--- config.mk ---
export PLATFORM = sky130hd
export DESIGN_NAME = pgbank_decoder
export DESIGN_NICKNAME = d
export VERILOG_FILES = /design/src/rtl/pgbank_pkg.sv /design/src/rtl/pgbank_classify.sv /design/src/rtl/pgbank_cfg.sv /design/src/rtl/pgbank_access.sv /design/src/rtl/pgbank_decoder.sv
export SDC_FILE = /design/constraint.sdc
export NUM_CORES = 1
export LEC_CHECK = 0
export CELL_PAD_IN_SITES_DETAIL_PLACEMENT = 0
export CELL_PAD_IN_SITES_GLOBAL_PLACEMENT = 1
export CORE_MARGIN = 10
export CORE_UTILIZATION = 30
export DETAILED_ROUTE_END_ITERATION = 7
export PLACE_DENSITY = 0.57
export SYNTH_ARGS = -nofsm -noshare
export SYNTH_HDL_FRONTEND = slang
export SYNTH_HIERARCHICAL = 1
export SYNTH_SLANG_ARGS = --single-unit
--- constraint.sdc ---
create_clock -name clk -period 7.6 [get_ports clk]
set_input_delay 1.52 -clock clk [delete_from_list [all_inputs] [get_ports clk]]
set_output_delay 1.52 -clock clk [all_outputs]
set_load 0.01 [all_outputs]
--- src/rtl/pgbank_pkg.sv ---
package pgbank_pkg;
  localparam int PAGE_W  = 8;
  localparam int IDX_W   = 16;
  localparam int ADDR_W  = PAGE_W + IDX_W;
  localparam int NBANK   = 4;
  localparam int NBND    = NBANK - 1;
  localparam int NSLOT   = NBANK + 1;
  localparam int IO_SLOT = NBANK;
  localparam int BANK_W  = $clog2(NBANK);
  localparam int SLOT_W  = $clog2(NSLOT);
  localparam int CFG_AW  = 4;
  localparam int CFG_DW  = 16;
  localparam int TIM_BASE = 8;

  localparam logic [PAGE_W-1:0] TOP_PAGE    = '1;
  localparam logic [IDX_W-1:0]  ONCHIP_SPAN = 16'h1000;
  localparam logic [IDX_W-1:0]  RAM16_BASE  = 16'h8000;

  typedef logic [PAGE_W-1:0]            page_t;
  typedef logic [NBND-1:0][PAGE_W-1:0]  bounds_t;

  typedef enum logic [2:0] {
    TGT_ONCHIP,
    TGT_RESERVED,
    TGT_BANK,
    TGT_IO_INT,
    TGT_IO_EXT
  } tgt_e;

  typedef struct packed {
    tgt_e              tgt;
    logic [BANK_W-1:0] bank;
  } route_t;

  // bank number = how many boundaries lie at or below the page
  function automatic logic [BANK_W-1:0] f_bank_of(page_t pg, bounds_t b);
    logic [BANK_W-1:0] n;
    n = '0;
    for (int i = 0; i < NBND; i++)
      if (pg >= b[i]) n = n + 1'b1;
    return n;
  endfunction

  // boundaries legal: first non-zero, whole set non-decreasing
  function automatic logic f_ordered(bounds_t b);
    logic ok;
    ok = (b[0] != '0);
    for (int i = 1; i < NBND; i++)
      if (b[i] < b[i-1]) ok = 1'b0;
    return ok;
  endfunction

  function automatic logic f_in_window(logic [IDX_W-1:0] a, logic [IDX_W-1:0] base);
    return (a >= base) && (a < base + ONCHIP_SPAN);
  endfunction
endpackage

--- src/rtl/pgbank_classify.sv ---
module pgbank_classify import pgbank_pkg::*; #(
  parameter int IO_INT_PAGES = 32
) (
  input  logic             is_io,
  input  page_t            page,
  input  logic [IDX_W-1:0] index,
  input  bounds_t          bounds,
  output route_t           route
);
  localparam page_t IO_LIM = page_t'(IO_INT_PAGES);

  always_comb begin
    route.tgt  = TGT_RESERVED;
    route.bank = '0;
    if (is_io) begin
      route.tgt = (page < IO_LIM) ? TGT_IO_INT : TGT_IO_EXT;
    end else if (page == '0) begin
      if (f_in_window(index, '0) || f_in_window(index, RAM16_BASE))
        route.tgt = TGT_ONCHIP;
    end else if (page == TOP_PAGE) begin
      if (f_in_window(index, '0))
        route.tgt = TGT_ONCHIP;
    end else begin
      route.tgt  = TGT_BANK;
      route.bank = f_bank_of(page, bounds);
    end
  end
endmodule

--- src/rtl/pgbank_cfg.sv ---
module pgbank_cfg import pgbank_pkg::*; #(
  parameter int WAIT_W = 4,
  parameter logic [NBND*PAGE_W-1:0] DEF_BOUNDS = {8'd192, 8'd128, 8'd64}
) (
  input  logic                          clk,
  input  logic                          rst_n,
  input  logic                          cfg_we,
  input  logic [CFG_AW-1:0]             cfg_addr,
  input  logic [CFG_DW-1:0]             cfg_wdata,
  output bounds_t                       bounds,
  output logic [NSLOT-1:0][WAIT_W-1:0]  rd_wait,
  output logic [NSLOT-1:0][WAIT_W-1:0]  wr_wait,
  output logic [NSLOT-1:0]              pol_hi,
  output logic                          cfg_err
);
  localparam logic [CFG_AW-1:0] BND_HI = CFG_AW'(NBND);
  localparam logic [CFG_AW-1:0] TIM_LO = CFG_AW'(TIM_BASE);
  localparam logic [CFG_AW-1:0] TIM_HI = CFG_AW'(TIM_BASE + NSLOT);
  localparam int POL_BIT = 2 * WAIT_W;

  logic    bnd_sel, tim_sel, bnd_ok, bnd_wr, rej_wr;
  bounds_t cand;
  logic    unused_wdata;

  assign unused_wdata = ^cfg_wdata[CFG_DW-1:POL_BIT+1];

  assign bnd_sel = (cfg_addr < BND_HI);
  assign tim_sel = (cfg_addr >= TIM_LO) && (cfg_addr < TIM_HI);

  always_comb begin
    cand = bounds;
    for (int i = 0; i < NBND; i++)
      if (cfg_addr == CFG_AW'(i)) cand[i] = cfg_wdata[PAGE_W-1:0];
  end

  assign bnd_ok = f_ordered(cand);
  assign bnd_wr = cfg_we && bnd_sel && bnd_ok;
  assign rej_wr = cfg_we && !(tim_sel || (bnd_sel && bnd_ok));

  always_ff @(posedge clk or negedge rst_n) begin
    if (!rst_n) begin
      bounds  <= bounds_t'(DEF_BOUNDS);
      cfg_err <= 1'b0;
    end else begin
      cfg_err <= rej_wr;
      if (bnd_wr) bounds <= cand;
    end
  end

  always_ff @(posedge clk or negedge rst_n) begin
    if (!rst_n) begin
      rd_wait <= '0;
      wr_wait <= '0;
      pol_hi  <= '0;
    end else if (cfg_we && tim_sel) begin
      for (int k = 0; k < NSLOT; k++) begin
        if (cfg_addr == CFG_AW'(TIM_BASE + k)) begin
          rd_wait[k] <= cfg_wdata[WAIT_W-1:0];
          wr_wait[k] <= cfg_wdata[2*WAIT_W-1:WAIT_W];
          pol_hi[k]  <= cfg_wdata[POL_BIT];
        end
      end
    end
  end

  a_r9_bounds_ordered: assert property (@(posedge clk) disable iff (!rst_n)
    f_ordered(bounds));
  a_r9_reject_keeps: assert property (@(posedge clk) disable iff (!rst_n)
    rej_wr |=> (bounds == $past(bounds)));
  a_r9_flag_after_write: assert property (@(posedge clk) disable iff (!rst_n)
    cfg_err |-> $past(cfg_we));
endmodule

--- src/rtl/pgbank_access.sv ---
module pgbank_access import pgbank_pkg::*; #(
  parameter int WAIT_W = 4
) (
  input  logic                          clk,
  input  logic                          rst_n,
  input  logic                          req_valid,
  input  logic                          req_write,
  input  route_t                        route,
  input  logic [NSLOT-1:0][WAIT_W-1:0]  rd_wait,
  input  logic [NSLOT-1:0][WAIT_W-1:0]  wr_wait,
  output logic                          accept,
  output logic [NSLOT-1:0]              sel,
  output logic                          ack,
  output logic                          ack_err,
  output logic                          io_int_sel
);
  typedef enum logic [1:0] {ST_IDLE, ST_WAIT, ST_ACK} st_e;

  st_e               st;
  logic [WAIT_W-1:0] cnt;
  logic              is_ext, cnt_zero;
  logic [SLOT_W-1:0] slot_idx;
  logic [WAIT_W-1:0] load_val;
  logic [NSLOT-1:0]  slot_hot;

  assign accept   = (st == ST_IDLE) && req_valid;
  assign is_ext   = (route.tgt == TGT_BANK) || (route.tgt == TGT_IO_EXT);
  assign slot_idx = (route.tgt == TGT_IO_EXT) ? SLOT_W'(IO_SLOT) : SLOT_W'(route.bank);
  assign load_val = req_write ? wr_wait[slot_idx] : rd_wait[slot_idx];
  assign slot_hot = NSLOT'(1) << slot_idx;
  assign cnt_zero = (cnt == '0);
  assign ack      = (st == ST_ACK);

  always_ff @(posedge clk or negedge rst_n) begin
    if (!rst_n) begin
      st         <= ST_IDLE;
      cnt        <= '0;
      sel        <= '0;
      ack_err    <= 1'b0;
      io_int_sel <= 1'b0;
    end else begin
      unique case (st)
        ST_IDLE: if (req_valid) begin
          if (is_ext) begin
            st  <= ST_WAIT;
            sel <= slot_hot;
            cnt <= load_val;
          end else begin
            st         <= ST_ACK;
            ack_err    <= (route.tgt == TGT_RESERVED);
            io_int_sel <= (route.tgt == TGT_IO_INT);
          end
        end
        ST_WAIT: begin
          if (cnt_zero) begin
            st  <= ST_ACK;
            sel <= '0;
          end else begin
            cnt <= cnt - 1'b1;
          end
        end
        default: begin
          st         <= ST_IDLE;
          ack_err    <= 1'b0;
          io_int_sel <= 1'b0;
        end
      endcase
    end
  end

  a_r5_single_select: assert property (@(posedge clk) disable iff (!rst_n)
    $onehot0(sel));
  a_r6_select_in_wait: assert property (@(posedge clk) disable iff (!rst_n)
    (st == ST_WAIT) |-> (sel != '0));
  a_r6_countdown: assert property (@(posedge clk) disable iff (!rst_n)
    (st == ST_WAIT && !cnt_zero) |=> (st == ST_WAIT && cnt == $past(cnt) - 1'b1));
  a_r11_ack_single: assert property (@(posedge clk) disable iff (!rst_n)
    ack |=> !ack);
  a_r3_err_without_select: assert property (@(posedge clk) disable iff (!rst_n)
    ack_err |-> (ack && sel == '0));
  a_r10_int_no_select: assert property (@(posedge clk) disable iff (!rst_n)
    io_int_sel |-> (ack && !ack_err && sel == '0));
endmodule

--- src/rtl/pgbank_decoder.sv ---
module pgbank_decoder import pgbank_pkg::*; #(
  parameter int WAIT_W       = 4,
  parameter int IO_INT_PAGES = 32,
  parameter logic [NBND*PAGE_W-1:0] DEF_BOUNDS = {8'd192, 8'd128, 8'd64}
) (
  input  logic              clk,
  input  logic              rst_n,
  input  logic              req_valid,
  input  logic              req_write,
  input  logic              req_io,
  input  logic [7:0]        req_page,
  input  logic [15:0]       req_index,
  output logic              ack,
  output logic              ack_err,
  output logic              io_int_sel,
  output logic [23:0]       addr_out,
  input  logic              cfg_we,
  input  logic [3:0]        cfg_addr,
  input  logic [15:0]       cfg_wdata,
  output logic              cfg_err,
  output logic [3:0]        bank_strobe,
  output logic              io_strobe
);
  bounds_t                       bounds;
  logic [NSLOT-1:0][WAIT_W-1:0]  rd_wait, wr_wait;
  logic [NSLOT-1:0]              pol_hi, sel;
  route_t                        route;
  logic                          accept;

  pgbank_cfg #(.WAIT_W(WAIT_W), .DEF_BOUNDS(DEF_BOUNDS)) u_cfg (
    .clk(clk), .rst_n(rst_n), .cfg_we(cfg_we), .cfg_addr(cfg_addr),
    .cfg_wdata(cfg_wdata), .bounds(bounds), .rd_wait(rd_wait),
    .wr_wait(wr_wait), .pol_hi(pol_hi), .cfg_err(cfg_err)
  );

  pgbank_classify #(.IO_INT_PAGES(IO_INT_PAGES)) u_cls (
    .is_io(req_io), .page(req_page), .index(req_index),
    .bounds(bounds), .route(route)
  );

  pgbank_access #(.WAIT_W(WAIT_W)) u_acc (
    .clk(clk), .rst_n(rst_n), .req_valid(req_valid), .req_write(req_write),
    .route(route), .rd_wait(rd_wait), .wr_wait(wr_wait), .accept(accept),
    .sel(sel), .ack(ack), .ack_err(ack_err), .io_int_sel(io_int_sel)
  );

  always_ff @(posedge clk or negedge rst_n) begin
    if (!rst_n)      addr_out <= '0;
    else if (accept) addr_out <= {req_page, req_index};
  end

  for (genvar k = 0; k < NBANK; k++) begin : g_strobe
    assign bank_strobe[k] = pol_hi[k] ? sel[k] : ~sel[k];
  end
  assign io_strobe = pol_hi[IO_SLOT] ? sel[IO_SLOT] : ~sel[IO_SLOT];

  a_r2_edge_pages_onchip: assert property (@(posedge clk) disable iff (!rst_n)
    (req_valid && !req_io && (req_page == '0 || req_page == TOP_PAGE))
      |-> (route.tgt != TGT_BANK));
  a_r1_addr_capture: assert property (@(posedge clk) disable iff (!rst_n)
    accept |=> (addr_out == {$past(req_page), $past(req_index)}));
endmodule

Word level (Yosys, flattened, before mapping)
Index checks and enable logic that the tools add are counted.
{ "totals": {"regBits": 107, "inputBits": 50, "word_cells": 148} }
{ "op_classes": {"n_addsub": 3, "n_lt_le_gt_ge": 14, "n_eq_ne": 19, "n_shift": 1, "muxes": 52, "n_bitwise": 6, "reduce_logical": 28} }
{ "ops": {"columns": ["op", "count"], "rows": [
  ["two-way mux 2 bit", 14],
  ["binary-select mux 4 bit (select 3 bit)", 2],
  [">= comparator 8 bit", 3],
  ["two-way mux 4 bit", 6],
  ["two-way mux 8 bit", 3],
  ["== test 4 bit (second input constant)", 5],
  [">= comparator 16 x 1 -> 1 bit (second input constant)", 1],
  [">= comparator 16 bit (second input constant)", 1],
  ["less-than comparator 16 x 13 -> 1 bit (second input constant)", 1],
  ["less-than comparator 16 bit (second input constant)", 1],
  ["less-than comparator 8 bit", 2],
  ["two-way mux 3 bit", 5],
  ["two-way mux 5 bit", 3],
  ["two-way mux 1 bit", 14],
  ["AND reduction 2 bit", 6],
  ["case mux 5 bit (2 select lines)", 1],
  ["logical AND 1 bit", 9],
  ["== test 8 bit (second input constant)", 1],
  ["logical NOT 4 bit", 2],
  ["logical NOT 8 bit", 1],
  ["less-than comparator 8 x 6 -> 1 bit (second input constant)", 1],
  ["case mux 4 bit (2 select lines)", 1],
  ["AND reduction 4 bit", 2],
  ["nonzero test 8 bit", 1],
  ["other kinds (24)", 37]
]} }

Logic depth before layout (Yosys ltp)
Gate-level depths: netlist of the first run.
{ "logic_depth": {"ltp_word": 22, "depth_mapped": 15, "mapped_depth_nobuf": 14} }

Cells and area by module
The synthesis of the first run kept the hierarchy.
{ "modules_own_cells": {"columns": ["mod", "instances", "cells_per_inst", "area_each_um2", "seq_area_each_um2"], "rows": [
  ["pgbank_cfg", 1, 266, 3393.3, 1756.7],
  ["pgbank_access", 1, 92, 1048.5, 325.3],
  ["pgbank_decoder", 1, 56, 1041.0, 600.6],
  ["pgbank_classify", 1, 98, 723.2, 0.0]
]} }

Least setup slack after synthesis of the first run
OpenSTA, ideal clock, no wires.
{ "synth_timing": {"kind": "input port to flip-flop", "start": "in req_page[0]", "end": "reg u_acc.cnt[0]", "setup_ps": 136, "arrival_ps": 4487, "t_required_ps": 7464, "setup_slack_ps": 2978, "cell_stages": 15, "path_cell_list": "inv_1 > ha_1 > nand2b_1 > a21o_1 > a21o_1 > a21oi_1 > o21ai_0 > ha_1 > or3_1 > and3_1 > clkbuf_1 > mux4_2 > mux4_2 > nand2b_1 > o221ai_2"} }
{ "synth_lines": {"columns": ["item", "line_no", "rtl"], "rows": [
  ["start, declared", "pgbank_decoder.sv:11", "input logic [7:0] req_page,"],
  ["end signal, assigned", "pgbank_access.sv:47", "cnt <= load_val;"],
  ["end signal, assigned", "pgbank_access.sv:59", "cnt <= cnt - 1'b1;"],
  ["end, declared", "pgbank_access.sv:20", "logic [WAIT_W-1:0] cnt;"]
]} }

==> metrics.yaml, run 1 <==
hold_viol_final: 0
cts_buffer_depth: 2
clock_skew_ns: 0.0103
timing.rr.end: "u_acc/cnt[0]"
post_cts_resize_count: 0
dieArea_um2: 26800
syn_nets: 601
r2r_start: "u_cfg/bounds[6]"
arrival_ns: 5.58
final_area_um2: 7540
vias: 4207
synth_area_leader_cell: "dfrtp_1"
yosysWarningCount: 6
synth_area_um2: 6210
start_util_pct: 30.6
synth-main-ff-cell: "dfrtp_1"
grt_pass1_vias: 4566
min_path_type: "flip-flop to flip-flop"
ys_ff_latch: 107
postCtsSetupBuffers: 0
die_y_um: 164
layout-drive-gt1-share_pct: 24.8
drc: 0
crit_type: "primary input to flip-flop"
met3_length_um: 639
dp_hpwl_um: 11500
synth_area_leaders: "dfrtp_1, mux2_2, ha_1, mux2_4, mux4_1"
async_reset_ff_share_pct: 100
row_count: 52
nFillCells: 1995
cpMaxStageDelayCell: "clkdlybuf4s50_1"
clkTransAtPathRegs_ns: 0.08
cts_max_level: 3
ir_worst_vdd_mv: 0.0972
max_slew_margin_pct: 29.6
path_delay_family: "simple AND/OR/NAND/NOR gates"
cp_max_fo: 25
setup_tns_ns: 0
antenna_found_initial: 0
synth_seq_area_share_pct: 43.2
place_area_um2: 7210
dr_wl_met2_um: 7140
m1WireLength_um: 7680
cts-root-buf: "clkbuf_16"
post-place-ws_ns: 1.90
power.density_nw_per_um2: 288
holdBufCountCts: 0
reg2reg_depth: 12
cap_violations: 0
top_layer_used: "met4"
cts.sinks: 107
fin_nets: 673
timing.final.ws_setup_ns: 2.27
whs_ns: 0.505
worst_ep_required_time_ns: 7.86
synth-edff-count: 0
p_leak_nw: 3.20
drt-total-wl_um: 15700
max_freq_mhz: 188
cts_tree: "done"
die_w_um: 164
antennaDiodeCount: 0
core_area_um2: 20300
yosys.area.top_type_share_pct: 41.5
post-route-period-util_pct: 70.1
routedWlPerCell_um: 18.3
syn_area_per_cell_um2: 12.1
cp.depth: 11
track_usage_pct: 12.1
worst_slew_pin_slew_ns: 1.06
status: "complete, no violations"
place.gp.congestion: 0.789
drv_slew: 0
grt_pass1_wl_um: 25600
fin_crit_ns: 5.33
insertion_delay_ns: 0.36
fin_util_pct: 37.1
end_kind: "flip-flop"
grt_max_degree: 85
initialDrtViolationCount: 211
synth.distinct_cells: 54
crit_chain: "clkdlybuf4s50_1 > nor4b_4 > mux2_2 > ha_1 > and3_1 > and3_1 > o21ai_0 > o21ai_0 > nand4_2 > buf_4 > mux2_4"
io_buffers: 75
cpPeakStageDelay_ns: 0.76
min_path_cells: 1
rsz0062_at_grt: "no"
ios: 83
critPathLaunch: "cfg_addr[1]"
first_pass_iters: 4
ant_nets: 0
setup_viol: 0
routed_via_density: 4.90
synthCells: 512
crit_path_end: "u_cfg/bounds[21]"
worst-path-buf-inv: 2
crit_path_start_kind: "primary input"
ff2ff_setup_slack_ns: 3.59
cts_made_buffers: 9
grt_overflow: 0
areaGrowthSynthToFinish_pct: 21.5
## synthesized netlist by cell type, drive strengths merged, types with 6 or more instances
library cell    n
a21o            8
a21oi          11
and3            7
buf            10
clkbuf          9
dfrtp         103
ha             39
inv            42
mux2          102
mux2i          10
mux4           11
nand2          30
nand2b          7
nand3           6
nand4           7
nor2           14
nor3            9
nor4            6
o21ai          24
## per-stage QoR
step	power, W	cells
CTS	0.00221	859
floorplan	0.00136	512
global placement	0.00166	843
finish	0.00217	859
global route	0.00232	859
detailed placement	0.00168	843
## registers in the layout (all words and copies together), names as in the netlist
register and cells:
u_cfg/wr_wait 20, u_acc/io_int_sel 1, u_acc/st 2, u_cfg/pol_hi 5, u_acc/ack_err 1, u_cfg/cfg_err 1
u_acc/sel 5, addr_out 24, u_cfg/bounds 24, u_cfg/rd_wait 20, u_acc/cnt 4
## where the power goes
group / leakage [nW] / internal, W / switching (W)
clock network: 0.158 / 0.000267 / 0.000240
logic: 1.71 / 0.000481 / 0.000340
registers: 1.33 / 0.000732 / 0.000109
## worst register-to-register path, cell delays in order (launching register included)
cell	delay, ns
dfstp_2	0.58
inv_1	0.06
ha_1	0.30
a21o_1	0.16
a221oi_1	0.32
o21ai_0	0.16
ha_1	0.21
or3_1	0.36
and3_1	0.45
mux4_1	0.58
mux4_2	0.52
nand2b_1	0.11
o221ai_2	0.08
## cells by family after synthesis
logic type	synth area share, %
muxes	26.0
and+or+nand+nor	9.84
DFF	43.2
AOI/OAI and AO/OA	7.46
buffers and inverters	4.72
adders and majority gates	7.86
xor gates and xnor gates	0.847
## layer usage
layer | track usage, % | up-vias
met4 | 4.51 | 0
met3 | 2.05 | 14
met5 | 0 | -
met2 | 19.2 | 74
li1 | - | 2020
met1 | 16.2 | 2099
## how the worst min path moves through the flow
stage | slack, ns | start | to
finish | 0.51 | u_cfg/wr_wait[13] | u_cfg/wr_wait[13]
global route | 0.52 | u_cfg/rd_wait[0] | u_cfg/rd_wait[0]
CTS | 0.51 | u_cfg/wr_wait[1] | u_cfg/wr_wait[1]
detailed placement | 0.49 | u_cfg/wr_wait[1] | u_cfg/wr_wait[1]
global placement | 0.48 | u_cfg/rd_wait[15] | u_cfg/rd_wait[15]
floorplan | 0.47 | u_cfg/bounds[15] | u_cfg/bounds[15]
## cell type report
type                    count  area [um2]  share of cell area (%)
multi-input cells         344        3250                    43.1
flip-flops and latches    107        2680                    35.6
repair buffers             80         786                    10.4
well taps                 270         338                    4.48
clock buffers               9         225                    2.99
inverters                  42         158                    2.09
clock inverters             7         100                    1.33
## placed cells by master (no fill, tap or decap), types with 3 or more instances in the layout
cell and count:
a211o_1 5, a211oi_1 3, a21o_1 8, a21oi_1 10, a31oi_1 5, and3_1 7, buf_4 6, clkbuf_16 9
clkdlybuf4s50_1 74, dfrtp_1 103, dfstp_2 4, ha_1 39, inv_1 42, inv_6 3, mux2_2 76, mux2_4 26
mux2i_1 10, mux4_1 6, mux4_2 5, nand2_1 30, nand2b_1 7, nand3_1 6, nand4_1 6, nor2_1 14
nor2b_1 3, nor3_1 7, nor4_1 4, o21ai_0 24, or3_1 4, or4_1 3, xnor2_1 5
(Power assumes the default switching activity.)
==> inputs of run 2 (changes only) <==
Settings changed: PLACE_DENSITY 0.57 to 0.59.
Clock period 7.6 ns to 4.35 ns, I/O delays scaled along.
==> run 2 against run 1 <==
Critical path depth is 4 higher. Global-route usage is 0.22 points lower. Clock skew fell by 0.0030 ns. Via count rose by 3.3%. Total power grew 80%. Sequential share of layout area shrank 1.5 points. Final cell count increased by 4.5%. Routed wire length is 1.3% higher. Register-to-register slack worse by 3.0 ns. Sequential power is 75% higher. Clock power grew 87%. Design area rose by 4.4%. Critical path type unchanged. Critical endpoint is now u_acc/cnt[0].
==> metrics.yaml, run 2 (synthesis gave the netlist of run 1 again) <==
cts-root-buf: "clkbuf_16"  # unchanged
nFillCells: 1971  # was 1995
place.gp.congestion: 0.813  # was 0.789
rsz0062_at_grt: "no"  # unchanged
grt_pass1_vias: 4431  # was 4566
drc: 0  # unchanged
grt_pass1_wl_um: 24800  # was 25600 um
dp_hpwl_um: 12100  # was 11500 um
worst_slew_pin_slew_ns: 1.07  # was 1.06 ns
initialDrtViolationCount: 233  # was 211
first_pass_iters: 4  # unchanged
core_area_um2: 20300  # unchanged
grt_max_degree: 82  # was 85
die_w_um: 164  # unchanged
postCtsSetupBuffers: 0  # unchanged
routed_via_density: 4.84  # was 4.90
ant_nets: 0  # unchanged
power.density_nw_per_um2: 497  # was 288 nW/um2
antennaDiodeCount: 0  # unchanged
cpPeakStageDelay_ns: 0.51  # was 0.76 ns
grt_overflow: 0  # unchanged
arrival_ns: 4.43  # was 5.58 ns
multi_input_area_um2: 3260  # was 3250 um2
setup_viol: 0  # unchanged
min_path_type: "flip-flop to flip-flop"  # unchanged
fin_nets: 712  # was 673
drv_slew: 0  # unchanged
crit_chain: "clkdlybuf4s50_1 > inv_1 > ha_1 > nand2b_1 > a21o_1 > a21o_1 > a21oi_1 > o21ai_0 > ha_1 > or3_1 > and3_2 > mux4_2 > mux4_2 > nand2b_1 > o221ai_2"  # was clkdlybuf4s50_1 > nor4b_4 > mux2_2 > ha_1 > and3_1 > and3_1 > o21ai_0 > o21ai_0 > nand4_2 > buf_4 > mux2_4
clock_skew_ns: 0.00732  # was 0.0103 ns
timing.final.ws_setup_ns: 0.149  # was 2.27 ns
cts_buffer_depth: 2  # unchanged
row_count: 52  # unchanged
worst-path-buf-inv: 2  # unchanged
cp_max_fo: 7  # was 25
cts_max_level: 3  # unchanged
hold_viol_final: 0  # unchanged
crit_path_start_kind: "primary input"  # unchanged
track_usage_pct: 11.9  # was 12.1%
regArea_um2: 2680  # unchanged
insertion_delay_ns: 0.35  # was 0.36 ns
areaGrowthSynthToFinish_pct: 26.9  # was 21.5%
antenna_found_initial: 0  # unchanged
cts_made_buffers: 9  # unchanged
drt-total-wl_um: 15900  # was 15700 um
worst_ep_required_time_ns: 4.57  # was 7.86 ns
cts.sinks: 107  # unchanged
io_buffers: 75  # unchanged
layout_common_cells: "dfrtp_1, mux2_2, clkdlybuf4s50_1, buf_4, inv_1"  # was dfrtp_1, mux2_2, clkdlybuf4s50_1, inv_1, ha_1
top_regs: "addr_out: 24 flops, u_cfg/bounds: 24 flops"  # unchanged
final_cells: 898  # was 859
fin_crit_ns: 4.20
clkTransAtPathRegs_ns: 0.07  # was 0.08 ns
cap_violations: 0  # unchanged
end_kind: "flip-flop"  # unchanged
max_freq_mhz: 238
cts_tree: "done"  # unchanged
ir_worst_vdd_mv: 0.215  # was 0.0972 mV
p_leak_nw: 3.40  # was 3.20 nW
die_y_um: 164  # unchanged
final_common_cell: "dfrtp_1"  # unchanged
post-place-ws_ns: -0.403  # was 1.90 ns
start_util_pct: 30.6  # unchanged
path_delay_family: "simple AND/OR/NAND/NOR gates"  # unchanged
routedWlPerCell_um: 17.7  # was 18.3 um
status: "complete, no violations"  # unchanged
cpMaxStageDelayCell: "mux4_2"  # was clkdlybuf4s50_1
max_slew_margin_pct: 28.4  # was 29.6%
ios: 83  # unchanged
crit_type: "primary input to flip-flop"  # unchanged
vias: 4344  # was 4207
post-route-period-util_pct: 96.6
layout-drive-gt1-share_pct: 29.8  # was 24.8%
dieArea_um2: 26800  # unchanged
dp.cells: 882  # was 843
==> run 2: changes by cell type in the layout (fill, tap and decap cells not counted), sizes merged <==
cell    before  now
clkbuf       9   11
clkinv       2    0
bufinv       1    3
buf          6   45
inv         46   44
==> run 2: layout make-up <==
class,count,area share [%]
tap,270,4.29
clock inverter,5,1.37
inverter,42,2.00
timing repair buffer,119,13.9
multi-input combinational,344,41.4
sequential,107,34.1
clock buffer,11,2.96
==> run 2: where the power goes <==
part	internal (W)	leakage, nW	total [W]	switching, W
Combinational	0.000891	1.90	0.00150	0.000608
Sequential	0.00128	1.33	0.00147	0.000188
Clock	0.000568	0.165	0.000950	0.000382
==> run 2: path summary, 6_finish.rpt <==
kind,startpoint,endpoint,slack [ns],cells past startpoint
min in group asynchronous,rst_n,u_cfg/wr_wait[4],0.69,1
hold / removal,u_cfg/rd_wait[3],u_cfg/rd_wait[3],0.50,1
hold reg to reg,u_cfg/rd_wait[3],u_cfg/rd_wait[3],0.50,1
max in group asynchronous,rst_n,addr_out[18],2.66,2
setup reg to reg,u_cfg/bounds[6],u_acc/cnt[0],0.61,12
setup / recovery,req_page[0],u_acc/cnt[0],0.15,15
==> run 2: layer usage <==
| layer | GRT usage [%] | up-vias | wire, um |
|---|---|---|---|
| met1 | 15.7 | 2159 | 7630 |
| met5 | 0 | - | 0 |
| met2 | 19.3 | 84 | 7470 |
| met4 | 4.02 | 0 | 191 |
| li1 | - | 2089 | - |
| met3 | 1.93 | 12 | 627 |
==> run 2: repair_timing <==
item / CTS / global route
gates resized for setup: 1 / 4
cloned: 0 / 0
setup endpoints to repair: 4 / 4
hold buffers: 0 / 0
pin swaps: 0 / 2
==> run 2: stage by stage <==
stage	setup TNS, ns	total power [W]	hold WS [ns]	util (%)	instance area, um2
global route	0	0.00415	0.510	38.8	7870
global placement	-1.62	0.00296	0.479	37.0	7520
CTS	0	0.00397	0.502	38.7	7860
detailed placement	-2.43	0.00300	0.487	37.0	7520
finish	0	0.00391	0.501	38.8	7870
floorplan	0	0.00237	0.466	-	6210
==> inputs of run 3 (changes only) <==
Settings changed: CORE_UTILIZATION 30 to 40, PLACE_DENSITY 0.59 to 0.75.
Clock period 4.35 ns to 3.85 ns, I/O delays scaled along.
==> run 3 against run 2 <==
Critical path depth is 2 lower. Critical endpoint is now u_cfg/bounds[16]. Worst setup slack worse by 0.017 ns. Combinational power is 14% higher. Highest routed layer unchanged. Non-clock buffer count is 6 higher.
==> metrics.yaml, run 3 (synthesis gave the netlist of run 1 again) <==
hold_start: "u_cfg/bounds[15]"  # was u_cfg/rd_wait[3]
drt-total-wl_um: 15300  # was 15900 um
row_count: 45  # was 52
fin_crit_ns: 3.72
max_slew_margin_pct: 40.5  # was 28.4%
max_freq_mhz: 269
end_kind: "flip-flop"  # unchanged
hold_viol_final: 0  # unchanged
place.gp.congestion: 0.866  # was 0.813
cts-root-buf: "clkbuf_16"  # unchanged
cap_violations: 0  # unchanged
timing.rr.end: "u_acc/cnt[3]"  # was u_acc/cnt[0]
grt_overflow: 0  # unchanged
cts_tree: "done"  # unchanged
drv_slew: 0  # unchanged
crit_path_start_kind: "primary input"  # unchanged
post-route-period-util_pct: 96.6
whs_ns: 0.496  # was 0.501 ns
first_pass_iters: 4  # unchanged
fin_util_pct: 51.4  # was 38.8%
final_common_cell: "dfrtp_1"  # unchanged
core_area_um2: 15200  # was 20300 um2
regArea_um2: 2680  # unchanged
initialDrtViolationCount: 339  # was 233
clock_skew_ns: 0.0142  # was 0.00732 ns
cp_max_fo: 5  # was 7
grt_pass1_vias: 4569  # was 4431
clkTransAtPathRegs_ns: 0.07  # about the same
min_path_cells: 2  # was 1
use_met1_pct: 19.8  # was 15.7%
insertion_delay_ns: 0.35  # about the same
nFillCells: 1311  # was 1971
p_leak_nw: 3.44  # was 3.40 nW
vias: 4433  # was 4344
crit_type: "primary input to flip-flop"  # unchanged
worst_ep_required_time_ns: 4.08  # was 4.57 ns
cts.sinks: 107  # unchanged
power.density_nw_per_um2: 559  # was 497 nW/um2
areaGrowthSynthToFinish_pct: 25.9  # was 26.9%
io_buffers: 75  # unchanged
die_y_um: 145  # was 164 um
antennaDiodeCount: 0  # unchanged
start_util_pct: 40.8  # was 30.6%
min_path_type: "flip-flop to flip-flop"  # unchanged
r2r_start: "u_cfg/bounds[6]"  # unchanged
ant_nets: 0  # unchanged
finalPower_w: 0.00436  # was 0.00391 W
dieArea_um2: 20900  # was 26800 um2
track_usage_pct: 15.0  # was 11.9%
top_regs: "addr_out: 24 flops, u_cfg/bounds: 24 flops"  # unchanged
cts_made_buffers: 9  # unchanged
status: "complete, no violations"  # unchanged
reg2reg_depth: 12  # unchanged
die_w_um: 145  # was 164 um
layout_common_cells: "dfrtp_1, mux2_2, clkdlybuf4s50_1, buf_4, inv_1"  # unchanged
cts_buffer_depth: 2  # unchanged
ir_worst_vdd_mv: 0.235  # was 0.215 mV
fin_nets: 718  # was 712
setup_viol: 0  # unchanged
rsz0062_at_grt: "no"  # unchanged
min_to: "u_cfg/bounds[15]"  # was u_cfg/rd_wait[3]
drc: 0  # unchanged
setup_tns_ns: 0  # unchanged
layout-drive-gt1-share_pct: 31.9  # was 29.8%
multi_input_area_um2: 3260  # about the same
cts_max_level: 3  # unchanged
grt_use_met3_pct: 3.02  # was 1.93%
arrival_ns: 3.95  # was 4.43 ns
ff2ff_setup_slack_ns: 0.32  # was 0.61 ns
worst_slew_pin_slew_ns: 0.892  # was 1.07 ns
holdBufCountCts: 0  # unchanged
met2_usage_pct: 23.7  # was 19.3%
ios: 83  # unchanged
antenna_found_initial: 0  # unchanged
dp_hpwl_um: 11700  # was 12100 um
routed_via_density: 5.40  # was 4.84
grt.busiest_layer: "met2"  # unchanged
grt_pass1_wl_um: 24600  # was 24800 um
grt_max_degree: 72  # was 82
routedWlPerCell_um: 18.6  # was 17.7 um
run 3: cell count changes in the layout (fill, tap and decap cells not counted), sizes merged, moves of 2 or more:
cell / delta
buf: +6
dlymetal6s2s: +2
clkdlybuf4s50: -7
dlygate4sd2: +4
run 3: per-layer routing:
layer	share of wire, %	up-vias
met5	0	-
met2	46	96
li1	-	2095
met1	47	2226
met3	5.1	16
met4	2.1	0
run 3: cell type report:
cell class,instances,share of cell area (%)
multi-input combinational,344,41.8
sequential,107,34.3
timing repair buffer,125,14.8
tap,188,3.01
clock buffer,10,2.93
inverter,42,2.02
clock inverter,5,1.09
run 3: where the power goes:
part	internal, W	switching [W]	total, W
Combinational	0.00102	0.000691	0.00171
Clock	0.000573	0.000412	0.000985
Sequential	0.00145	0.000223	0.00167
Total	0.00304	0.00133	0.00436
run 3: worst max-delay path by stage:
stage | from | endpoint | slack (ns)
2_1_floorplan | req_page[0] | u_acc/cnt[0] | 0.02
3_3_place_gp | req_page[0] | u_acc/cnt[0] | -0.62
3_5_place_dp | req_page[0] | u_acc/cnt[3] | -0.73
4_1_cts | req_page[0] | u_acc/cnt[2] | 0.03
5_1_grt | req_page[0] | u_acc/cnt[0] | 0.004
6_report | cfg_addr[0] | u_cfg/bounds[16] | 0.13
run 3: metrics by stage:
| stage | cells | setup WS (ns) | instance area, um2 |
|---|---|---|---|
| floorplan | 512 | 0.0156 | 6210 |
| global placement | 802 | -0.615 | 7450 |
| detailed placement | 802 | -0.728 | 7450 |
| CTS | 819 | 0.0307 | 7780 |
| global route | 821 | 0.00363 | 7810 |
| finish | 821 | 0.131 | 7810 |
run 3: timing repair:
| item | CTS | global route |
|---|---|---|
| endpoints found under the setup margin | 28 | 20 |
| pin swaps | 1 | 4 |
| resized for setup | 11 | 14 |
| setup buffers | 2 | 2 |
run 3: worst max-delay path: stages:
cell and delay, ns:
clkdlybuf4s50_1 0.55, nor4b_4 0.23, buf_6 0.17, mux2_2 0.35, buf_4 0.13, ha_1 0.30
nand2_1 0.06, a211o_1 0.28, a211oi_2 0.28, nand4_2 0.14, buf_6 0.16, nor2_1 0.16
mux2_2 0.36
